File: config.mk
export PLATFORM = sky130hd
export DESIGN_NAME = tblrd_unit
export DESIGN_NICKNAME = d
export VERILOG_FILES = /design/src/rtl/tblrd_pkg.sv /design/src/rtl/tblrd_regs.sv /design/src/rtl/tblrd_addr_gen.sv /design/src/rtl/tblrd_seq.sv /design/src/rtl/tblrd_unit.sv
export SDC_FILE = /design/constraint.sdc
export NUM_CORES = 1
export LEC_CHECK = 0
export ABC_AREA = 1
export BUFFER_PORTS_ARGS = -buffer_cell sky130_fd_sc_hd__buf_2
export CAP_MARGIN = 10
export CORE_MARGIN = 2
export CORE_UTILIZATION = 43
export DETAILED_ROUTE_END_ITERATION = 7
export PLACE_DENSITY = 0.86
export SYNTH_ARGS = -nofsm -noshare
export SYNTH_HDL_FRONTEND = slang
export SYNTH_SLANG_ARGS = --single-unit
File: constraint.sdc
create_clock -name clk -period 2.5 [get_ports clk]
set_clock_uncertainty 0.1 [all_clocks]
set_input_delay 0.125 -clock clk [delete_from_list [all_inputs] [get_ports clk]]
set_output_delay 0.125 -clock clk [all_outputs]
set_load 0.005 [all_outputs]
File: src/rtl/tblrd_pkg.sv
package tblrd_pkg;

    typedef enum logic [0:0] {
        ST_IDLE  = 1'b0,
        ST_FETCH = 1'b1
    } seq_state_t;

    typedef enum logic [0:0] {
        PG_CURRENT = 1'b0,
        PG_LAST    = 1'b1
    } page_mode_t;

    localparam logic [7:0] SFR_IDX_ADDR = 8'h07;
    localparam logic [7:0] SFR_HB_ADDR  = 8'h08;

endpackage

File: src/rtl/tblrd_regs.sv
module tblrd_regs
    import tblrd_pkg::*;
#(
    parameter int WORD_W = 14
) (
    input  logic                clk,
    input  logic                rst_n,
    input  logic [7:0]          sfr_addr,
    input  logic                sfr_wr,
    input  logic [7:0]          sfr_wdata,
    output logic [7:0]          sfr_rdata,
    input  logic                hb_load,
    input  logic [WORD_W-9:0]   hb_in,
    output logic [7:0]          idx_q
);
    localparam int HB_W = WORD_W - 8;

    logic [HB_W-1:0] hb_q;
    logic            idx_wr;

    assign idx_wr = sfr_wr && (sfr_addr == SFR_IDX_ADDR);

    // index register, written only from the bus
    always_ff @(posedge clk) begin
        if (!rst_n) begin
            idx_q <= 8'h00;
        end else if (idx_wr) begin
            idx_q <= sfr_wdata;
        end
    end

    // high byte loaded only by the sequencer, never from the bus
    always_ff @(posedge clk) begin
        if (!rst_n) begin
            hb_q <= '0;
        end else if (hb_load) begin
            hb_q <= hb_in;
        end
    end

    // unmapped addresses return zero
    always_comb begin
        case (sfr_addr)
            SFR_IDX_ADDR: sfr_rdata = idx_q;
            SFR_HB_ADDR:  sfr_rdata = 8'(hb_q);
            default:      sfr_rdata = 8'h00;
        endcase
    end

    p_hb_hold_r4: assert property (@(posedge clk) disable iff (!rst_n)
        !hb_load |=> $stable(hb_q));

    p_idx_hold_r3: assert property (@(posedge clk) disable iff (!rst_n)
        !(sfr_wr && sfr_addr == SFR_IDX_ADDR) |=> $stable(idx_q));

endmodule

File: src/rtl/tblrd_addr_gen.sv
module tblrd_addr_gen
    import tblrd_pkg::*;
#(
    parameter int PC_W = 12
) (
    input  page_mode_t          mode,
    input  logic [PC_W-9:0]     pc_page,
    input  logic [7:0]          idx,
    output logic [PC_W-1:0]     addr
);
    localparam int PAGE_W = PC_W - 8;

    logic [PAGE_W-1:0] page_sel;

    always_comb begin
        unique case (mode)
            PG_CURRENT: page_sel = pc_page;
            PG_LAST:    page_sel = '1;
        endcase
    end

    assign addr = {page_sel, idx};

endmodule

File: src/rtl/tblrd_seq.sv
module tblrd_seq
    import tblrd_pkg::*;
#(
    parameter int DA_W = 7
) (
    input  logic            clk,
    input  logic            rst_n,
    input  logic            start,
    input  logic [DA_W-1:0] dst_addr,
    output logic            rom_en,
    output logic            busy,
    output logic            hb_load,
    output logic [DA_W-1:0] dst_q
);
    seq_state_t state_q, state_d;

    always_ff @(posedge clk) begin
        if (!rst_n) begin
            state_q <= ST_IDLE;
        end else begin
            state_q <= state_d;
        end
    end

    always_ff @(posedge clk) begin
        if (!rst_n) begin
            dst_q <= '0;
        end else if (rom_en) begin
            dst_q <= dst_addr;
        end
    end

    always_comb begin
        state_d = state_q;
        rom_en  = 1'b0;
        busy    = 1'b0;
        hb_load = 1'b0;
        unique case (state_q)
            ST_IDLE: begin
                if (start) begin
                    rom_en  = 1'b1;
                    state_d = ST_FETCH;
                end
            end
            ST_FETCH: begin
                busy    = 1'b1;
                hb_load = 1'b1;
                state_d = ST_IDLE;
            end
        endcase
    end

    p_busy_after_start_r7: assert property (@(posedge clk) disable iff (!rst_n)
        (state_q == ST_IDLE && start) |=> busy);

    p_busy_single_r7: assert property (@(posedge clk) disable iff (!rst_n)
        busy |=> !busy);

    p_no_fetch_while_busy_r7: assert property (@(posedge clk) disable iff (!rst_n)
        busy |-> !rom_en);

endmodule

File: src/rtl/tblrd_unit.sv
module tblrd_unit
    import tblrd_pkg::*;
#(
    parameter int PC_W   = 12,
    parameter int WORD_W = 14,
    parameter int DA_W   = 7
) (
    input  logic                clk,
    input  logic                rst_n,
    input  logic [7:0]          sfr_addr,
    input  logic                sfr_wr,
    input  logic [7:0]          sfr_wdata,
    output logic [7:0]          sfr_rdata,
    input  logic                start,
    input  logic                start_last,
    input  logic [PC_W-9:0]     pc_page,
    input  logic [DA_W-1:0]     dst_addr,
    output logic                rom_en,
    output logic [PC_W-1:0]     rom_addr,
    input  logic [WORD_W-1:0]   rom_data,
    output logic                busy,
    output logic                dm_we,
    output logic [DA_W-1:0]     dm_addr,
    output logic [7:0]          dm_wdata
);
    localparam int PAGE_W = PC_W - 8;

    logic       hb_load;
    logic [7:0] idx;
    page_mode_t mode;

    assign mode = start_last ? PG_LAST : PG_CURRENT;

    tblrd_seq #(.DA_W(DA_W)) u_seq (
        .clk      (clk),
        .rst_n    (rst_n),
        .start    (start),
        .dst_addr (dst_addr),
        .rom_en   (rom_en),
        .busy     (busy),
        .hb_load  (hb_load),
        .dst_q    (dm_addr)
    );

    tblrd_addr_gen #(.PC_W(PC_W)) u_addr (
        .mode    (mode),
        .pc_page (pc_page),
        .idx     (idx),
        .addr    (rom_addr)
    );

    tblrd_regs #(.WORD_W(WORD_W)) u_regs (
        .clk       (clk),
        .rst_n     (rst_n),
        .sfr_addr  (sfr_addr),
        .sfr_wr    (sfr_wr),
        .sfr_wdata (sfr_wdata),
        .sfr_rdata (sfr_rdata),
        .hb_load   (hb_load),
        .hb_in     (rom_data[WORD_W-1:8]),
        .idx_q     (idx)
    );

    // low byte written in the second cycle
    assign dm_we    = busy;
    assign dm_wdata = rom_data[7:0];

    p_write_follows_fetch_r5: assert property (@(posedge clk) disable iff (!rst_n)
        dm_we |-> $past(rom_en));

    p_last_page_r2: assert property (@(posedge clk) disable iff (!rst_n)
        (rom_en && start_last) |-> (rom_addr[PC_W-1:8] == {PAGE_W{1'b1}}));

    p_current_page_r1: assert property (@(posedge clk) disable iff (!rst_n)
        (rom_en && !start_last) |-> (rom_addr[PC_W-1:8] == pc_page));

endmodule

* Yosys cells after proc, flatten, opt, wreduce, memory -nomap -nowiden
Cells that the tools add are included.
** Storage, ports and cells
- Register bits :: 22
- Word-level logic and storage cells :: 16
- Output and inout bits :: 38
** Operators by class
- Muxes and demuxes :: 7
- Equality and inequality tests :: 2
- Bitwise gates (word level) :: 2
- Reduce and logical (&&, ||, !) cells :: 1
** Operators with widths (count)
- case mux 8 bit (2 select lines) :: 1
- == test 8 x 3 -> 1 bit, second input constant :: 1
- == test 8 x 4 -> 1 bit, second input constant :: 1
- case mux 4 bit (2 select lines) :: 1
- 2-to-1 mux 1 bit :: 4
- inverter 1 bit :: 2
- case mux 1 bit (2 select lines) :: 1
- logical AND 1 bit :: 1

* Logic depth before layout (Yosys ltp)
- Word-level depth :: 3
- Gate-level depth with buffers :: 7
- Depth with buffers taken out :: 7

* By module
From an unflattened synthesis, not the netlist that was laid out.
** Second synthesis, totals
- Cell total of the unflattened synthesis :: 193
- Area total of the unflattened synthesis :: 1297.5 µm²
** By module, submodules not included
- tblrd_regs :: cells an instance 117, seq. area each 280.3 µm², area each 787.0 µm², instances 1
- tblrd_seq :: cells an instance 50, seq. area each 160.2 µm², area each 349.1 µm², instances 1
- tblrd_addr_gen :: cells an instance 17, seq. area each 0.0 µm², area each 93.8 µm², instances 1
- tblrd_unit :: cells an instance 9, seq. area each 0.0 µm², area each 67.6 µm², instances 1

* Worst setup path after synthesis
Ideal clock, no wire load.
- Kind :: register to register
- From :: register u_seq.state_q
- To :: register u_seq.dst_q[0]
- Library setup time :: 0.116 ns
- Data arrival time :: 0.930 ns
- Path slack :: 1.354 ns
- Data required time :: 2.284 ns
- Clock period less this slack :: 1.146 ns
- Stages on the path, launching flop included :: 6
- Cell sequence :: dfxtp_1 inv_1 nand2_1 clkinv_1 nor2_1 nor2_1
** On the way
- Cells in the longest elaborated chain, start to end :: 1
** Ends and longest elaborated chain
- start: declaration :: RTL line tblrd_seq.sv:15 : seq_state_t state_q, state_d;
- start signal: assignment :: RTL line tblrd_seq.sv:21 : state_q <= state_d;
- 2-to-1 mux 1 bit :: RTL line tblrd_seq.sv:38 : unique case (state_q)
- via rom_en :: RTL line tblrd_unit.sv:18 : output logic rom_en,
- end signal: assignment :: RTL line tblrd_seq.sv:29 : dst_q <= dst_addr;
- end: declaration :: RTL line tblrd_seq.sv:13 : output logic [DA_W-1:0] dst_q
The timed path passes the listed nets, and every way through them passes these cells.
A chain may end at the register's enable or synchronous reset.

* Worst setup path in the final report
- From :: register u_seq.state_q
- To :: output port rom_en
** On the way
- Cells in the longest elaborated chain, start to end :: 1
** Ends and longest elaborated chain (RTL line)
- 2-to-1 mux 1 bit :: tblrd_seq.sv:38
- end: declaration :: tblrd_unit.sv:18
Every way passes these cells.

==> results_dict.tcl <==
set metrics [dict create \
    status "complete, no violations" \
    cap_violations 0 \
    power.density_nw_per_um2 478 \
    synth_top_cell_by_area "dfxtp_1" \
    portBuffers 67 \
    dp_hpwl_um 1930 \
    maxSlewViolCount 0 \
    postRouteAntennaNets 0 \
    slew_headroom_pct 77.9 \
    route.detailed.drc 0 \
    first_global_vias 1070 \
    sw_frac_of_total_pct 22.9 \
    crit_arrival_ps 1560 \
    p_leak_nw 0.879 \
    cts_tree "built" \
    viasPerCell 4.41 \
    cts.htree.levels 1 \
    cp-start-kind "flop" \
    nets 281 \
    first_pass_iters 4 \
    yosysWarnings 0 \
    fin_crit_sh_pct 71.4 \
    drive_above_1_share_pct 35.0 \
    routedWlPerCell_um 10.4 \
    setup_tns_ps 0 \
    reg2reg_slack_ps 1030 \
    path_class "flop to output pin" \
    switchingPower_mw 0.175 \
    crit_path_max_fanout 13 \
    cts_buffers 3 \
    worst_setup_path_end_kind "output pin" \
    multi_input_area_um2 463 \
    start_util_pct 45.7 \
    holdCritStartpoint "sfr_wdata[6]" \
    grtUsageTotal_pct 18.5 \
    drt_iter0_drc 26 \
    ff_latch_area_um2 440 \
    p_int_mw 0.591 \
    syn_avg_cell_area_um2 6.97 \
    pin_count 84 \
    worst_pin_slew_ps 331 \
    antenna_found_initial 0 \
    ys_ff_latch 22 \
    globalplace.congestion 0.812 \
    cp-startpoint "u_seq.state_q" \
    die_x_um 55.6 \
    layout_common_cells "buf_2, inv_1, nor2_1" \
    combinationalPowerShare_pct 15.8 \
    utilization_pct 64.1 \
    synthTopCellsByArea "dfxtp_1, inv_1, nor2_1" \
    rr_startpoint "u_seq.state_q" \
    seq_power_share_pct 48.7 \
    clkTransAtPathRegs_ps 130 \
    clkPwrFrac_pct 35.5 \
    cts_root_buf "clkbuf_4" \
    synth_cell_types 19 \
    setup_viol 0 \
    vias 1164 \
    rsz0062_at_grt "no" \
    clk_path_buf_depth 2 \
    fin_area_um2 1600 \
    design.core.area_um2 2500 \
    num_rows 18 \
    grt_max_degree 23 \
    synth_top_area_share_pct 38.5 \
    cts_num_sinks 22 \
    period_needed_ps 1780 \
    dieHeight_um 55.6 \
    total_power_mw 0.766 \
    max_freq_mhz 560 \
    syn-instance-count 164 \
    placed_cell_area_um2 1420 \
    min_path_type "input port to flop" \
    routed_wl_um 2730 \
    hold_viol 0 \
    area_growth_pct 40.0 \
    n_fill_cell 235 \
    ys_seq_area_share_pct 38.5 \
    clkLatencyLatePin_ps 300 \
    grt_pass1_wl_um 4530 \
    mostFrequentLayoutCell "buf_2" \
    diodes 0 \
    worstPathRequired_ps 2280 \
    overflow 0 \
    synth.net_count 210 \
    synth_area_um2 1140 \
    fp.dieArea_um2 3090 \
    cts-resized-gates 0 \
    ir_worst_vdd_mv 0.355 \
    cts_setup_buffers 0 \
]
-- synthesized netlist by cell type --
| cell | number |
|---|---|
| a21oi_1 | 6 |
| buf_4 | 10 |
| buf_6 | 1 |
| clkbuf_1 | 3 |
| clkinv_1 | 1 |
| dfxtp_1 | 22 |
| inv_1 | 37 |
| nand2_1 | 19 |
| nand2_2 | 2 |
| nand2_4 | 1 |
| nand3_2 | 1 |
| nand3_4 | 1 |
| nand4_1 | 8 |
| nor2_1 | 27 |
| nor2_4 | 1 |
| nor2_8 | 1 |
| o21ai_0 | 13 |
| o22ai_1 | 6 |
| or2_2 | 4 |
-- per-stage QoR --
step           std cells  setup WS (ps)  hold WS, ps
4_1_cts              264            742         39.8
2_1_floorplan        164           1350          163
3_3_place_gp         247           1120          150
3_5_place_dp         247           1090          150
6_report             264            716         38.0
5_1_grt              264            536         55.6
-- registers in the layout, indices dropped and copies added (netlist names) --
| register | cells |
|---|---|
| u_regs.hb_q | 6 |
| u_regs.idx_q | 8 |
| u_seq.dst_q | 7 |
| u_seq.state_q | 1 |
-- path summary, 6_finish.rpt --
kind / endpoint / cells past startpoint
min reg2reg: u_regs.hb_q[3] / 2
max reg2reg: u_seq.dst_q[0] / 5
max: rom_en / 4
min: u_regs.idx_q[6] / 5
-- cell type report --
type,count,share of cell area [%]
inverter,38,8.91
timing repair buffer,80,29.1
sequential,22,27.5
clock inverter,1,1.87
clock buffer,3,1.41
multi-input combinational,90,28.9
tap,30,2.34
-- per-layer routing --
metal | GRT usage [%] | part of all wire (%)
met4 | 7.67 | 1.7
met2 | 33.7 | 51
met1 | 21.4 | 43
met5 | 0 | 0
met3 | 2.56 | 4.2
-- critical path, stage by stage, from the launching register on --
cell and delay, ps:
dfxtp_1 360, inv_1 160, nand2_1 280, clkinv_1 260
buf_2 200
-- power by group through the flow --
| stage | combinational, mW | clock (mW) | sequential (mW) |
|---|---|---|---|
| after floorplan | 0.0659 | 0 | 0.382 |
| after global placement | 0.102 | 0 | 0.381 |
| final | 0.121 | 0.272 | 0.373 |
| after detailed placement | 0.104 | 0 | 0.381 |
| after CTS | 0.120 | 0.276 | 0.373 |
| after global routing | 0.137 | 0.299 | 0.375 |
-- repair_timing --
action | 4_1_cts | 5_1_grt
setup endpoints to repair | 0 | 0
endpoints found under the hold margin | 13 | 0
hold buffers | 13 | 0
-- cell families (layout without fill, tap and decap cells) --
| group | Yosys count | in the layout | synth area share (%) |
|---|---|---|---|
| AND/OR/NAND/NOR | 65 | 65 | 28.9 |
| buffers and inverters | 52 | 122 | 21.0 |
| AO/OA/AOI/OAI | 25 | 25 | 11.6 |
| flip-flops | 22 | 22 | 38.5 |
Note: power is estimated with default switching activity, not from simulation.
